## src/rtl/pv_mode_pkg.sv

```systemverilog
`timescale 1ns/1ps
package pv_mode_pkg;
  typedef enum logic [2:0] {
    ST_RESET = 3'd0,
    ST_SOFT  = 3'd1,
    ST_SPM   = 3'd2,
    ST_TRACK = 3'd3,
    ST_PANEL = 3'd4
  } seq_state_e;
endpackage

```

## src/rtl/pv_ms_timer.sv

```systemverilog
`timescale 1ns/1ps
// Saturating millisecond counter with synchronous restart.
module pv_ms_timer #(
  parameter int CW = 17
) (
  input  logic          clk,
  input  logic          rst_n,
  input  logic          restart,
  input  logic          tick,
  output logic [CW-1:0] count
);
  logic [CW-1:0] cnt_q, cnt_d;

  always_comb begin
    cnt_d = cnt_q;
    if (restart)                   cnt_d = '0;
    else if (tick && (cnt_q != '1)) cnt_d = cnt_q + 1'b1;
  end

  always_ff @(posedge clk or negedge rst_n) begin
    if (!rst_n) cnt_q <= '0;
    else        cnt_q <= cnt_d;
  end

  assign count = cnt_q;

  // count only moves on a tick or a restart
  p_idle_stable_r12: assert property (@(posedge clk) disable iff (!rst_n)
    (!restart && !tick) |=> $stable(count));
endmodule

```

## src/rtl/pv_cur_window.sv

```systemverilog
`timescale 1ns/1ps
// Hysteretic current window: start needs both currents high, stop needs either low.
module pv_cur_window #(
  parameter int SW = 10
) (
  input  logic [SW-1:0] iin,
  input  logic [SW-1:0] iout,
  input  logic [SW-1:0] th_in_hi,
  input  logic [SW-1:0] th_in_lo,
  input  logic [SW-1:0] th_out_hi,
  input  logic [SW-1:0] th_out_lo,
  output logic          start_ok,
  output logic          stop_req
);
  always_comb begin
    start_ok = (iout > th_out_hi) && (iin > th_in_hi);
    stop_req = (iout < th_out_lo) || (iin < th_in_lo);
  end
endmodule

```

## src/rtl/pv_power_watch.sv

```systemverilog
`timescale 1ns/1ps
// Captures a reference power and flags a relative drift without a divider.
module pv_power_watch #(
  parameter int PW     = 16,
  parameter int SHIFT  = 6,
  parameter int CODE_W = 4
) (
  input  logic              clk,
  input  logic              rst_n,
  input  logic              load,
  input  logic [PW-1:0]     pout,
  input  logic [CODE_W-1:0] code,
  output logic              exceed
);
  localparam int XW = PW + ((SHIFT > CODE_W) ? SHIFT : CODE_W) + 1;

  logic [PW-1:0] ref_q, ref_d;
  logic [PW-1:0] diff;
  logic [XW-1:0] lhs, rhs;

  always_comb begin
    ref_d = load ? pout : ref_q;
  end

  always_ff @(posedge clk or negedge rst_n) begin
    if (!rst_n) ref_q <= '0;
    else        ref_q <= ref_d;
  end

  always_comb begin
    diff   = (pout >= ref_q) ? (pout - ref_q) : (ref_q - pout);
    lhs    = XW'(diff) << SHIFT;
    rhs    = XW'(ref_q) * XW'(code);
    exceed = (code != '0) && (lhs > rhs);
  end

  // reference equals the power seen on the load clock
  p_ref_capture_r9: assert property (@(posedge clk) disable iff (!rst_n)
    load |=> (ref_q == $past(pout)));
  // a zero code never reports drift
  p_code_zero_quiet_r8: assert property (@(posedge clk) disable iff (!rst_n)
    (code == '0) |-> !exceed);
endmodule

```

## src/rtl/pv_mode_seq.sv

```systemverilog
`timescale 1ns/1ps
module pv_mode_seq
  import pv_mode_pkg::*;
#(
  parameter int SW            = 10,
  parameter int PW            = 16,
  parameter int CODE_W        = 4,
  parameter int SHIFT         = 6,
  parameter int START_UNIT_MS = 60000,
  parameter int CHECK_MS      = 60000,
  parameter int PROBE_MS      = 4000
) (
  input  logic              clk,
  input  logic              rst_n,
  input  logic              ms_tick,
  input  logic [SW-1:0]     iin,
  input  logic [SW-1:0]     iout,
  input  logic [PW-1:0]     pout,
  input  logic              soft_done,
  input  logic              unity_ratio,
  input  logic              pm_pin_n,
  input  logic              pm_sel,
  input  logic              pm_reg,
  input  logic [1:0]        hold_code,
  input  logic [CODE_W-1:0] pwr_code,
  input  logic [SW-1:0]     th_in_hi,
  input  logic [SW-1:0]     th_in_lo,
  input  logic [SW-1:0]     th_out_hi,
  input  logic [SW-1:0]     th_out_lo,
  output logic [2:0]        state,
  output logic              track_en,
  output logic              pm_req
);
  localparam int MAX_A = (2 * START_UNIT_MS > CHECK_MS) ? 2 * START_UNIT_MS : CHECK_MS;
  localparam int MAXT  = (MAX_A > PROBE_MS) ? MAX_A : PROBE_MS;
  localparam int CW    = $clog2(MAXT + 1);
  localparam logic [CW-1:0] LIM_UNIT  = CW'(START_UNIT_MS);
  localparam logic [CW-1:0] LIM_UNIT2 = CW'(2 * START_UNIT_MS);
  localparam logic [CW-1:0] LIM_CHECK = CW'(CHECK_MS);
  localparam logic [CW-1:0] LIM_PROBE = CW'(PROBE_MS);

  seq_state_e    st_q, st_d;
  logic          probe_q, probe_d;
  logic          force_pm;
  logic          start_ok, stop_req, pwr_exceed;
  logic          restart, ref_load;
  logic [CW-1:0] cnt;
  logic [CW-1:0] hold_lim;

  pv_cur_window #(.SW(SW)) u_window (
    .iin(iin), .iout(iout),
    .th_in_hi(th_in_hi), .th_in_lo(th_in_lo),
    .th_out_hi(th_out_hi), .th_out_lo(th_out_lo),
    .start_ok(start_ok), .stop_req(stop_req)
  );

  pv_ms_timer #(.CW(CW)) u_timer (
    .clk(clk), .rst_n(rst_n), .restart(restart), .tick(ms_tick), .count(cnt)
  );

  pv_power_watch #(.PW(PW), .SHIFT(SHIFT), .CODE_W(CODE_W)) u_power (
    .clk(clk), .rst_n(rst_n), .load(ref_load), .pout(pout),
    .code(pwr_code), .exceed(pwr_exceed)
  );

  always_comb begin
    force_pm = pm_sel ? pm_reg : !pm_pin_n;
    case (hold_code)
      2'd1:    hold_lim = LIM_UNIT;
      2'd2:    hold_lim = LIM_UNIT2;
      default: hold_lim = '0;
    endcase
  end

  // next-state process
  always_comb begin
    st_d    = st_q;
    probe_d = 1'b0;
    case (st_q)
      ST_RESET: st_d = ST_SOFT;
      ST_SOFT: begin
        if (force_pm)       st_d = ST_PANEL;
        else if (start_ok)  st_d = ST_TRACK;
        else if (soft_done) st_d = ST_SPM;
      end
      ST_SPM: begin
        if (force_pm)                           st_d = ST_PANEL;
        else if (start_ok && (cnt >= hold_lim)) st_d = ST_TRACK;
      end
      ST_TRACK: begin
        if (force_pm)                             st_d = ST_PANEL;
        else if (stop_req)                        st_d = ST_SPM;
        else if (unity_ratio)                     st_d = ST_PANEL;
        else if (probe_q && (cnt >= LIM_PROBE))   st_d = ST_PANEL;
        probe_d = probe_q && (st_d == ST_TRACK);
      end
      ST_PANEL: begin
        if (!force_pm) begin
          if (pwr_exceed) st_d = ST_TRACK;
          else if (cnt >= LIM_CHECK) begin
            st_d    = ST_TRACK;
            probe_d = 1'b1;
          end
        end
      end
      default: st_d = ST_RESET;
    endcase
  end

  always_comb begin
    restart  = (st_d != st_q) || ((st_q == ST_PANEL) && force_pm);
    ref_load = ((st_d == ST_PANEL) && (st_q != ST_PANEL)) ||
               ((st_q == ST_PANEL) && force_pm);
  end

  // register process
  always_ff @(posedge clk or negedge rst_n) begin
    if (!rst_n) begin
      st_q    <= ST_RESET;
      probe_q <= 1'b0;
    end else begin
      st_q    <= st_d;
      probe_q <= probe_d;
    end
  end

  always_comb begin
    state    = st_q;
    track_en = (st_q == ST_TRACK);
    pm_req   = (st_q == ST_SPM) || (st_q == ST_PANEL);
  end

  // reset state always hands over to soft-start
  p_reset_exit_r1: assert property (@(posedge clk) disable iff (!rst_n)
    (st_q == ST_RESET) |=> (st_q == ST_SOFT));
  // force drives an operating state into panel mode
  p_force_enter_r10: assert property (@(posedge clk) disable iff (!rst_n)
    (force_pm && ((st_q == ST_SOFT) || (st_q == ST_SPM) || (st_q == ST_TRACK)))
      |=> (st_q == ST_PANEL));
  // forced panel mode is held
  p_force_hold_r10: assert property (@(posedge clk) disable iff (!rst_n)
    ((st_q == ST_PANEL) && force_pm) |=> (st_q == ST_PANEL));
  // a probe never runs past its tick window
  p_probe_window_r7: assert property (@(posedge clk) disable iff (!rst_n)
    (probe_q && (st_q == ST_TRACK)) |-> (cnt <= LIM_PROBE));
  // startup panel exit only after its hold count
  p_spm_hold_r4: assert property (@(posedge clk) disable iff (!rst_n)
    ((st_q == ST_TRACK) && ($past(st_q) == ST_SPM)) |-> ($past(cnt) >= $past(hold_lim)));
  // every state entry starts from a zero count
  p_entry_restart_r12: assert property (@(posedge clk) disable iff (!rst_n)
    (st_q != $past(st_q)) |-> (cnt == '0));
  // tracking and bypass request are never both active
  p_out_exclusive_r13: assert property (@(posedge clk) disable iff (!rst_n)
    !(track_en && pm_req));
  // ordered thresholds give disjoint start and stop bands
  p_band_disjoint_r5: assert property (@(posedge clk) disable iff (!rst_n)
    ((th_out_hi >= th_out_lo) && (th_in_hi >= th_in_lo)) |-> !(start_ok && stop_req));
endmodule

```

## config.mk

```make
export PLATFORM = sky130hd
export DESIGN_NAME = pv_mode_seq
export DESIGN_NICKNAME = d
export VERILOG_FILES = /design/src/rtl/pv_mode_pkg.sv /design/src/rtl/pv_ms_timer.sv /design/src/rtl/pv_cur_window.sv /design/src/rtl/pv_power_watch.sv /design/src/rtl/pv_mode_seq.sv
export SDC_FILE = /design/constraint.sdc
export NUM_CORES = 1
export LEC_CHECK = 0
export ABC_AREA = 1
export BUFFER_PORTS_ARGS = -buffer_cell sky130_fd_sc_hd__buf_2
export CAP_MARGIN = 20
export CORE_MARGIN = 5
export CORE_UTILIZATION = 55
export CTS_CLUSTER_DIAMETER = 80
export DETAILED_ROUTE_END_ITERATION = 6
export PLACE_DENSITY = 0.81
export SYNTH_ARGS = -nofsm -noshare
export SYNTH_HDL_FRONTEND = slang
export SYNTH_SLANG_ARGS = --single-unit
```

## constraint.sdc

```tcl
create_clock -name clk -period 5.1 [get_ports clk]
set_input_delay 0.255 -clock clk [delete_from_list [all_inputs] [get_ports clk]]
set_output_delay 0.255 -clock clk [all_outputs]
set_load 0.05 [all_outputs]
```

# Yosys cells after proc, flatten, opt, wreduce, memory -nomap -nowiden
# Index checks and enable logic that the tools add are counted.
[op_classes]
eq_ne = 11
n_lt_le_gt_ge = 9
n_mul = 1
addsub = 3
n_mux = 23
n_reduce_logical = 16
[ops]
columns = ["cell", "count"]
rows = [
  ["$mux W3", 13],
  ["$mux W17", 2],
  ["$pmux W17 S2", 1],
  ["$sub A16 B16 Y16", 2],
  ["$gt A22 B20 Y1", 1],
  ["$gt A10 B10 Y1", 2],
  ["$lt A10 B10 Y1", 2],
  ["$mul A16 B4 Y20", 1],
  ["$add A17 B1 Y17 const B", 1],
  ["$ge A17 B12 Y1 const B", 1],
  ["$ge A17 B16 Y1 const B", 1],
  ["$ge A17 B17 Y1", 1],
  ["$ne A17 B17 Y1 const B", 1],
  ["$ge A16 B16 Y1", 1],
  ["$mux W16", 1],
  ["$pmux W3 S5", 1],
  ["$eq A3 B2 Y1 const B", 3],
  ["$logic_and A1 B1 Y1", 8],
  ["$eq A3 B3 Y1 const B", 2],
  ["$logic_or A1 B1 Y1", 4],
  ["$mux W1", 4],
  ["$reduce_bool A4 Y1", 1],
  ["$eq A3 B1 Y1 const B", 1],
  ["$logic_not A3 Y1", 1],
  ["7 further kinds", 7],
]
[totals]
word_cells = 67
output_inout_bits = 5
regBits = 37

# Logic depth before layout (Yosys ltp)
# Gate-level depths: netlist of run 1.
[logic_depth]
word_depth = 11
mapped_depth = 42
mapped_depth_nobuf = 39

# Cells and area by module
# A second synthesis of run 1 with hierarchy kept.
[hier_totals]
cells_unflattened = 1223
area_unflattened_um2 = 7701.1
[by_module_without_submodules]
columns = ["mod", "n_inst", "seq_area_each_um2", "area_per_inst_um2", "cells_each"]
rows = [
  ["pv_power_watch", 1, 400.4, 4787.1, 760],
  ["pv_cur_window", 1, 0.0, 1071.0, 177],
  ["pv_ms_timer", 1, 425.4, 980.9, 133],
  ["pv_mode_seq", 1, 100.1, 862.1, 153],
]

# Worst setup path before layout of run 1
# No wires, ideal clock.
[synth_timing]
path_kind = "in2reg"
start = "input pwr_code[3]"
end = "register u_timer.cnt_q[11], in the netlist u_timer.count[11]"
t_arrival_ps = 5209
setup_time_ps = 69
path_stages = 37
t_required_ps = 5031
slack_ps = -178
path_buffers = 3
path_cell_list = "clkbuf_1 -> clkbuf_1 -> nand2_1 -> fa_1 -> inv_1 -> fa_1 -> inv_1 -> fa_1 -> inv_1 -> a31oi_1 -> o221ai_1 -> a21oi_1 -> o21ai_0 -> a21oi_1 -> nor2_1 -> nor2_1 -> xor2_1 -> ha_1 -> nand2_1 -> nor2_1 -> nand2_1 -> nor2_1 -> nand3_1 -> nand3_1 -> nand2_1 -> nand2_1 -> nand2_1 -> nand3_2 -> nand2_2 -> nand2_2 -> nand2_4 -> nand3_1 -> nand2_1 -> nand2_2 -> nand3_4 -> buf_12 -> nor2_2"
[synth_via]
elab_chain_cells = 9
[synth_lines]
columns = ["item", "line", "text"]
rows = [
  ["start, declared", "pv_mode_seq.sv:25", "input logic [CODE_W-1:0] pwr_code,"],
  ["$mul A16 B4 Y20", "pv_power_watch.sv:33", "rhs = XW'(ref_q) * XW'(code);"],
  ["$gt A22 B20 Y1", "pv_power_watch.sv:34", "exceed = (code != '0) && (lhs > rhs);"],
  ["$logic_and A1 B1 Y1 (*)", "pv_power_watch.sv:34", ""],
  ["$mux W3 (*)", "pv_mode_seq.sv:99", "if (pwr_exceed) st_d = ST_TRACK;"],
  ["$mux W3 (*)", "pv_mode_seq.sv:98", "if (!force_pm) begin"],
  ["$pmux W3 S5 (*)", "pv_mode_seq.sv:79", "case (st_q)"],
  ["net st_d[0]", "pv_mode_seq.sv:42", "seq_state_e st_q, st_d;"],
  ["$ne A3 B3 Y1 (*)", "pv_mode_seq.sv:111", "restart = (st_d != st_q) || ((st_q == ST_PANEL) && force_pm);"],
  ["$logic_or A1 B1 Y1 (*)", "pv_mode_seq.sv:111", ""],
  ["$mux W17 or $reduce_bool A2 Y1 (tied branches)", "-", ""],
  ["end signal, assigned", "pv_ms_timer.sv:22", "else cnt_q <= cnt_d;"],
  ["end, declared", "pv_ms_timer.sv:12", "logic [CW-1:0] cnt_q, cnt_d;"],
]
# The timed path passes the listed nets; every way through them passes the cells marked *.
# A chain may end at the register's enable or synchronous reset.

# Final worst setup path of run 1
[layout_timing]
start = "register u_power.ref_q[4]"
end = "register u_timer.cnt_q[2], in the netlist u_timer.count[2]"
[layout_via]
elab_chain_cells = 10
[layout_lines]
columns = ["item", "line", "text"]
rows = [
  ["start, declared", "pv_power_watch.sv:17", "logic [PW-1:0] ref_q, ref_d;"],
  ["start signal, assigned", "pv_power_watch.sv:27", "else ref_q <= ref_d;"],
  ["parallel branches: the longest is 2 deep, another holds $mul A16 B4 Y20", "-", ""],
  ["$gt A22 B20 Y1 (*)", "pv_power_watch.sv:34", ""],
  ["$logic_and A1 B1 Y1 (*)", "pv_power_watch.sv:34", ""],
  ["$mux W3 (*)", "pv_mode_seq.sv:99", ""],
  ["$mux W3 (*)", "pv_mode_seq.sv:98", ""],
  ["$pmux W3 S5 (*)", "pv_mode_seq.sv:79", ""],
  ["$ne A3 B3 Y1 (*)", "pv_mode_seq.sv:111", ""],
  ["$logic_or A1 B1 Y1 (*)", "pv_mode_seq.sv:111", ""],
  ["$mux W17 or $reduce_bool A2 Y1 (tied branches)", "-", ""],
]
# Every way passes the cells marked *.

==> flow_metrics.env, run 1 <==
export IMPL_crit_fanout=6
export IMPL_post_synth_top_count_cell="sky130_fd_sc_hd__nand2_1"
export IMPL_detailroute_via_count=7596
export IMPL_kind_of_start_point_of_the_critical_path="flop"
export IMPL_final_antenna_net_count=0
export IMPL_final_net_count=1542
export IMPL_dr_pass1_iters=5
export IMPL_tritoncts_clock_tree="done"
export IMPL_rsz0062_at_grt="yes"
export IMPL_hpwlAfterDp_mm=15.24
export IMPL_clock_path_buffers=2
export IMPL_synthArstFlopShare=1.000
export IMPL_synth_area_top_cells="sky130_fd_sc_hd__ha_1, sky130_fd_sc_hd__nand2_1, sky130_fd_sc_hd__inv_1, sky130_fd_sc_hd__dfrtp_1, sky130_fd_sc_hd__fa_1"
export IMPL_syn_mean_instance_area_um2=6.522
export IMPL_synth_seq_area_share=0.1252
export IMPL_p_leak_nw=5.423
export IMPL_ys_ff_latch=37
export IMPL_clock_latency_ns=0.29
export IMPL_setup_ws_ns=-0.09695
export IMPL_worstPathArrival_ns=5.42
export IMPL_min_period_ns=5.197
export IMPL_final_core_utilization=0.6988
export IMPL_placed_cell_area_um2=8416
export IMPL_floorplan_io_pins=95
export IMPL_finalHoldViolCount=0
export IMPL_stdcell_area_um2=9218
export IMPL_die_area_um2=15870
export IMPL_synth_top_cells_by_count="sky130_fd_sc_hd__nand2_1, sky130_fd_sc_hd__inv_1, sky130_fd_sc_hd__ha_1, sky130_fd_sc_hd__a21oi_1, sky130_fd_sc_hd__nor2_1"
export IMPL_hold_path_class="input pin to asynchronous set/reset pin"
export IMPL_timing_max_cap_violations=0
export IMPL_die_wd_um=126.0
export IMPL_core_area_um2=13190
export IMPL_synth_edf_count=0
export IMPL_final_period_utilization=1.019
export IMPL_ir_drop_mv=0.3922
export IMPL_drt_wirelength_per_cell_um=13.38
export IMPL_cellPowerDensity_nw_per_um2=731.2
export IMPL_synthesis_area_um2=7396
export IMPL_syn_instance_count=1134
export IMPL_viasPerCell=5.143
export IMPL_maxClockFrequency_mhz=192.4
export IMPL_gp_routability_congestion=0.9225
export IMPL_critical_path_endpoint_type="flop"
export IMPL_regToRegSetupSlack_ns=-0.1
export IMPL_clkSlewWorstSetupHoldPaths_ns=0.06
export IMPL_slew_violations=0
export IMPL_globalRouteOverflowTotal=0
export IMPL_grt_start_max_net_pins=38
export IMPL_remaining_drc_errors=0
export IMPL_synth_largest_area_cell="sky130_fd_sc_hd__ha_1"
export IMPL_violations_in_the_final_reports="negative setup slack"
export IMPL_wirelength_mm=19.76
export IMPL_clockRootBuffer="sky130_fd_sc_hd__clkbuf_16"
export IMPL_result_of_the_run="complete, but fails checks"
export IMPL_synth_top_cell_area_share=0.2081
export IMPL_yosysWarningCount=0
export IMPL_worst_pin_slew_ns=0.9197
export IMPL_skew_ns=0.006700
export IMPL_initial_core_util=0.5607
export IMPL_dominantRegCellSynth="sky130_fd_sc_hd__dfrtp_1"
export IMPL_worst_endpoint_required_ns=5.32
export IMPL_clock_sinks=37
export IMPL_htree_num_levels=2
export IMPL_grt_first_pass_wirelength_mm=31.93
export IMPL_std_cell_rows=42
export IMPL_antenna_violations_before_repair=1
export IMPL_slew_headroom=0.3869
export IMPL_cpMaxStageDelayCell="sky130_fd_sc_hd__fa_1"
export IMPL_grt_use_total=0.2362
export IMPL_post_synth_num_cell_types=47
export IMPL_net_count_after_synthesis=1377
export IMPL_drt_iter0_markers=417
export IMPL_cts_hold_repair_buffers=0
export IMPL_via_count_of_the_first_global_routing_pass=7218
export IMPL_die_h_um=126.0
export IMPL_layout_drive_gt1_share=0.2238
export IMPL_cts_bufs_inserted=5
export IMPL_area_growth_syn_to_layout_pct=24.63
export IMPL_setup_viol=17
export IMPL_port_buffers=94
export IMPL_worstSetupPathType="flop to flop"
export IMPL_max_stage_delay_ns=0.55
layer usage:
metal | up-vias | wire length [µm] | global-route usage
li1 | 3857 | - | -
met1 | 3451 | 8531 | 0.3138
met2 | 255 | 9793 | 0.4160
met3 | 33 | 1063 | 0.02244
met4 | 0 | 374 | 0.05489
met5 | - | 0 | 0
metrics by stage:
stage,setup WS [ns],TNS [ns],power [mW],instances,hold WS (ns)
floorplan,0.002004,0,3.754,1134,-0.04059
global placement,-0.06099,-0.8459,5.037,1440,0.4220
detailed placement,-0.2364,-3.613,5.135,1440,0.4276
CTS,0.002224,0,5.998,1464,0.1236
global route,-0.4423,-7.798,7.416,1477,0.1678
finish,-0.09695,-1.530,6.740,1477,0.1010
area by class of cell:
type / instances / area, µm²
diodes: 1 / 2.502
flip-flops and latches: 37 / 930.9
clock buffers: 6 / 128.9
clock inverters: 2 / 38.79
repair buffers: 174 / 1126
well taps: 176 / 220.2
inverters: 281 / 1060
fillers: 1056 / 3973
multi-input cells: 800 / 5710
layout by cell type (no fill, tap or decap), drive strengths merged, types with 3 or more instances in the layout:
master | netlist | layout
nor4 | 5 | 5
nor3 | 15 | 15
xnor2 | 10 | 10
nand2 | 315 | 315
fa | 30 | 30
dfrtp | 37 | 37
nand3 | 43 | 43
ha | 123 | 123
nand4 | 14 | 14
buf | 4 | 174
a31oi | 3 | 3
inv | 281 | 281
a21boi | 3 | 3
xor2 | 25 | 25
clkbuf | 12 | 6
o31ai | 4 | 4
o211ai | 10 | 10
o221ai | 3 | 3
nor2 | 71 | 71
o2111ai | 4 | 4
a21oi | 68 | 68
o21bai | 4 | 4
o21ai | 34 | 34
worst max-delay path, delay by kind of cell (launching register included):
| family | cells | cell delay [ns] |
|---|---|---|
| AOI/OAI and AO/OA | 4 | 0.68 |
| xor gates and xnor gates | 1 | 0.22 |
| adders and majority gates | 4 | 1.58 |
| buffers and inverters | 8 | 0.70 |
| DFF | 1 | 0.43 |
| and+or+nand+nor | 18 | 1.49 |
where the power goes:
group	total (mW)	switching, mW	internal, mW
Clock	0.366	0.134	0.232
Combinational	5.88	3.37	2.52
Sequential	0.490	0.113	0.376
cell families after synthesis:
| family | Yosys count | share of synthesized area |
|---|---|---|
| AND/OR/NAND/NOR | 467 | 0.2724 |
| buffers and inverters | 297 | 0.1538 |
| adder cells (fa/ha/maj) | 153 | 0.2893 |
| AO/OA/AOI/OAI | 143 | 0.1152 |
| flip-flops | 37 | 0.1252 |
| XOR/XNOR | 35 | 0.04145 |
| multiplexers | 2 | 0.002707 |
repair_timing:
| item | CTS | global route |
|---|---|---|
| cloned | 1 | 0 |
| setup buffers | 15 | 12 |
| endpoints found under the setup margin | 17 | 21 |
| pin swaps | 29 | 34 |
| resized for setup | 39 | 61 |
final timing paths:
kind | to | cells past startpoint | start
max | u_timer.count[2] | 35 | u_power.ref_q[4]
min | u_power.ref_q[11] | 1 | rst_n
max reg2reg | u_timer.count[2] | 35 | u_power.ref_q[4]
min reg2reg | probe_q | 2 | probe_q
max in group asynchronous | u_power.ref_q[1] | 1 | rst_n
min in group clk | u_power.ref_q[15] | 3 | pout[15]
sequential cells by signal, indices dropped and copies added (netlist names):
register / cells
probe_q: 1
state: 3
u_power.ref_q: 16
u_timer.count: 17
Power figures use the tool's default switching activity.
==> run 2: changes to the inputs <==
--- a/config.mk
+++ b/config.mk
@@ -8,6 +8,7 @@
 export ABC_AREA = 1
 export BUFFER_PORTS_ARGS = -buffer_cell sky130_fd_sc_hd__buf_2
 export CAP_MARGIN = 20
+export CORE_ASPECT_RATIO = 1.2
 export CORE_MARGIN = 5
 export CORE_UTILIZATION = 55
 export CTS_CLUSTER_DIAMETER = 80
==> run 2 against run 1 <==
Compared with the run above: the flow still finishes with violations (negative setup slack); worst setup slack got worse by 0.091 ns; final area decreased by 0.87%; non-clock buffer count decreased by 2; register-to-register slack got worse by 0.09 ns; first-iteration DRC count decreased by 21%; global-route usage increased by 2.1 points; clock power decreased by 12%; via count increased by 0.91%; sequential share of layout area increased by 0.061 points; final cell count decreased by 0.61%; sequential power decreased by 1%; largest cell class unchanged; largest power group unchanged.
==> flow_metrics.env, run 2 (synthesis results as in run 1) <==
export IMPL_regToRegEndpoint="u_timer.count[11]"
export IMPL_drt_wirelength_per_cell_um=13.66
export IMPL_std_cell_rows=46
export IMPL_wirelength_mm=20.05
export IMPL_via_count_of_the_first_global_routing_pass=7621
export IMPL_final_antenna_net_count=0
export IMPL_worst_path_dominant_cell_family="simple AND/OR/NAND/NOR gates"
export IMPL_placed_cell_area_um2=8413
export IMPL_final_core_utilization=0.6933
export IMPL_power_sequential_fraction=0.074
export IMPL_amount_of_wire_on_met2_after_detailed_routing_mm=10.34
export IMPL_die_wd_um=115.9
export IMPL_worst_path_most_repeated_cell="sky130_fd_sc_hd__nand2_1"
export IMPL_hold_path_class="input pin to asynchronous set/reset pin"
export IMPL_crit_fanout=8
export IMPL_clock_latency_ns=0.29
export IMPL_routed_metal_1_wire_length_mm=8.376
export IMPL_cts_hold_repair_buffers=0
export IMPL_htree_num_levels=2
export IMPL_critical_path_buf_inv_count=5
export IMPL_antenna_violations_before_repair=2
export IMPL_detailroute_via_count=7665
export IMPL_clock_path_buffers=2
export IMPL_result_of_the_run="complete, but fails checks"
export IMPL_r2r_start="u_power.ref_q[7]"
export IMPL_min_period_ns=5.288
export IMPL_slew_violations=0
export IMPL_fraction_of_power_spent_switching_nets=0.5420
export IMPL_p_switching_mw=3.527
export IMPL_die_area_um2=15880
export IMPL_dr_pass1_iters=5
export IMPL_timing_max_cap_violations=0
export IMPL_floorplan_io_pins=95
export IMPL_ir_drop_mv=0.4266
export IMPL_drt_iter0_markers=330
export IMPL_rsz0062_at_grt="yes"
export IMPL_critical_path_endpoint_type="flop"
export IMPL_layout_commonest_cell="sky130_fd_sc_hd__nand2_1"
export IMPL_layout_common_cells="sky130_fd_sc_hd__nand2_1, sky130_fd_sc_hd__inv_1, sky130_fd_sc_hd__ha_1"
export IMPL_die_h_um=137.0
export IMPL_worst_endpoint_required_ns=5.32
export IMPL_port_buffers=94
export IMPL_clockRootBuffer="sky130_fd_sc_hd__clkbuf_16"
export IMPL_logic_pwr_share=0.876
export IMPL_finalHoldViolCount=0
export IMPL_gp_routability_congestion=0.8918
export IMPL_kind_of_start_point_of_the_critical_path="flop"
export IMPL_stdcell_area_um2=9138
export IMPL_setup_viol=17
export IMPL_post_place_cells=1433
export IMPL_fin_cells=1468
export IMPL_area_growth_syn_to_layout_pct=23.55
export IMPL_max_stage_delay_ns=0.54
export IMPL_violations_in_the_final_reports="negative setup slack"
export IMPL_p_leak_nw=5.415
export IMPL_core_area_um2=13180
export IMPL_worstPathArrival_ns=5.51
export IMPL_wl_met3_um=797
export IMPL_viasPerCell=5.221
export IMPL_cts_bufs_inserted=5
export IMPL_final_period_utilization=1.037
export IMPL_worst_pin_slew_ns=0.8922
export IMPL_cellPowerDensity_nw_per_um2=712.2
export IMPL_n_fill_cell=1094
export IMPL_clockPowerShare=0.050
export IMPL_slew_headroom=0.4052
export IMPL_internal_power_mw=2.981
export IMPL_remaining_drc_errors=0
export IMPL_grt_use_total=0.2572
export IMPL_layout_drive_gt1_share=0.2157
export IMPL_hpwlAfterDp_mm=15.81
export IMPL_clock_sinks=37
export IMPL_setup_ws_ns=-0.1883
export IMPL_clkSlewWorstSetupHoldPaths_ns=0.07
export IMPL_grt_first_pass_wirelength_mm=33.58
export IMPL_skew_ns=0.01146
export IMPL_largest_register_ffs=17
export IMPL_cpMaxStageDelayCell="sky130_fd_sc_hd__fa_1"
export IMPL_globalRouteOverflowTotal=0
export IMPL_tritoncts_clock_tree="done"
export IMPL_r2r_worst_path_cells=38
export IMPL_hold_ws_ns=0.07141
export IMPL_initial_core_util=0.5611
export IMPL_maxUsedRoutingLayer="met4"
export IMPL_maxClockFrequency_mhz=189.1
export IMPL_final_net_count=1540
export IMPL_worstSetupPathType="flop to flop"
export IMPL_grt_start_max_net_pins=38
export IMPL_regToRegSetupSlack_ns=-0.19
run 2: stage by stage:
step | setup TNS [ns] | total power, mW | setup slack, ns
2_1_floorplan | 0 | 3.754 | 0.002004
3_3_place_gp | -1.064 | 5.040 | -0.07319
3_5_place_dp | -3.005 | 5.161 | -0.1980
4_1_cts | 0 | 6.072 | 0.003499
5_1_grt | -8.131 | 7.203 | -0.4800
6_report | -2.797 | 6.508 | -0.1883
run 2: worst max-delay path by stage:
| stage | start | endpoint | depth (start not counted) |
|---|---|---|---|
| final | u_power.ref_q[7] | u_timer.count[11] | 38 |
| after global routing | u_power.ref_q[7] | u_timer.count[11] | 38 |
| after CTS | u_power.ref_q[2] | u_timer.count[15] | 39 |
| after detailed placement | pwr_code[3] | u_timer.count[4] | 41 |
| after global placement | pwr_code[3] | u_timer.count[1] | 41 |
| after floorplan | pwr_code[3] | u_timer.count[11] | 37 |
run 2: power by group through the flow:
stage	logic, mW	clock network (mW)	registers, mW
3_3_place_gp	4.56	0	0.479
3_5_place_dp	4.68	0	0.481
5_1_grt	6.37	0.337	0.494
2_1_floorplan	3.26	0	0.495
4_1_cts	5.27	0.323	0.475
6_report	5.70	0.323	0.483
run 2: layout make-up:
class,count,area (µm²),share of cell area
clock inverters,3,22.52,0.002465
well taps,168,210.2,0.02300
inverters,281,1055,0.1154
flip-flops and latches,37,928.4,0.1016
repair buffers,172,1116,0.1221
diodes,2,5.005,0.0005477
clock buffers,5,125.1,0.01369
multi-input cells,800,5675,0.6211
run 2: timing repair:
| action | 4_1_cts | 5_1_grt |
|---|---|---|
| gates resized for setup | 40 | 45 |
| gates cloned | 2 | 0 |
| setup endpoints to repair | 17 | 21 |
| pin swaps | 29 | 31 |
| setup buffers | 17 | 6 |
run 2: routing by layer:
metal	GRT usage	up-vias
li1	-	3846
met1	0.3155	3567
met2	0.4760	201
met3	0.01946	51
met4	0.07544	0
met5	0	-
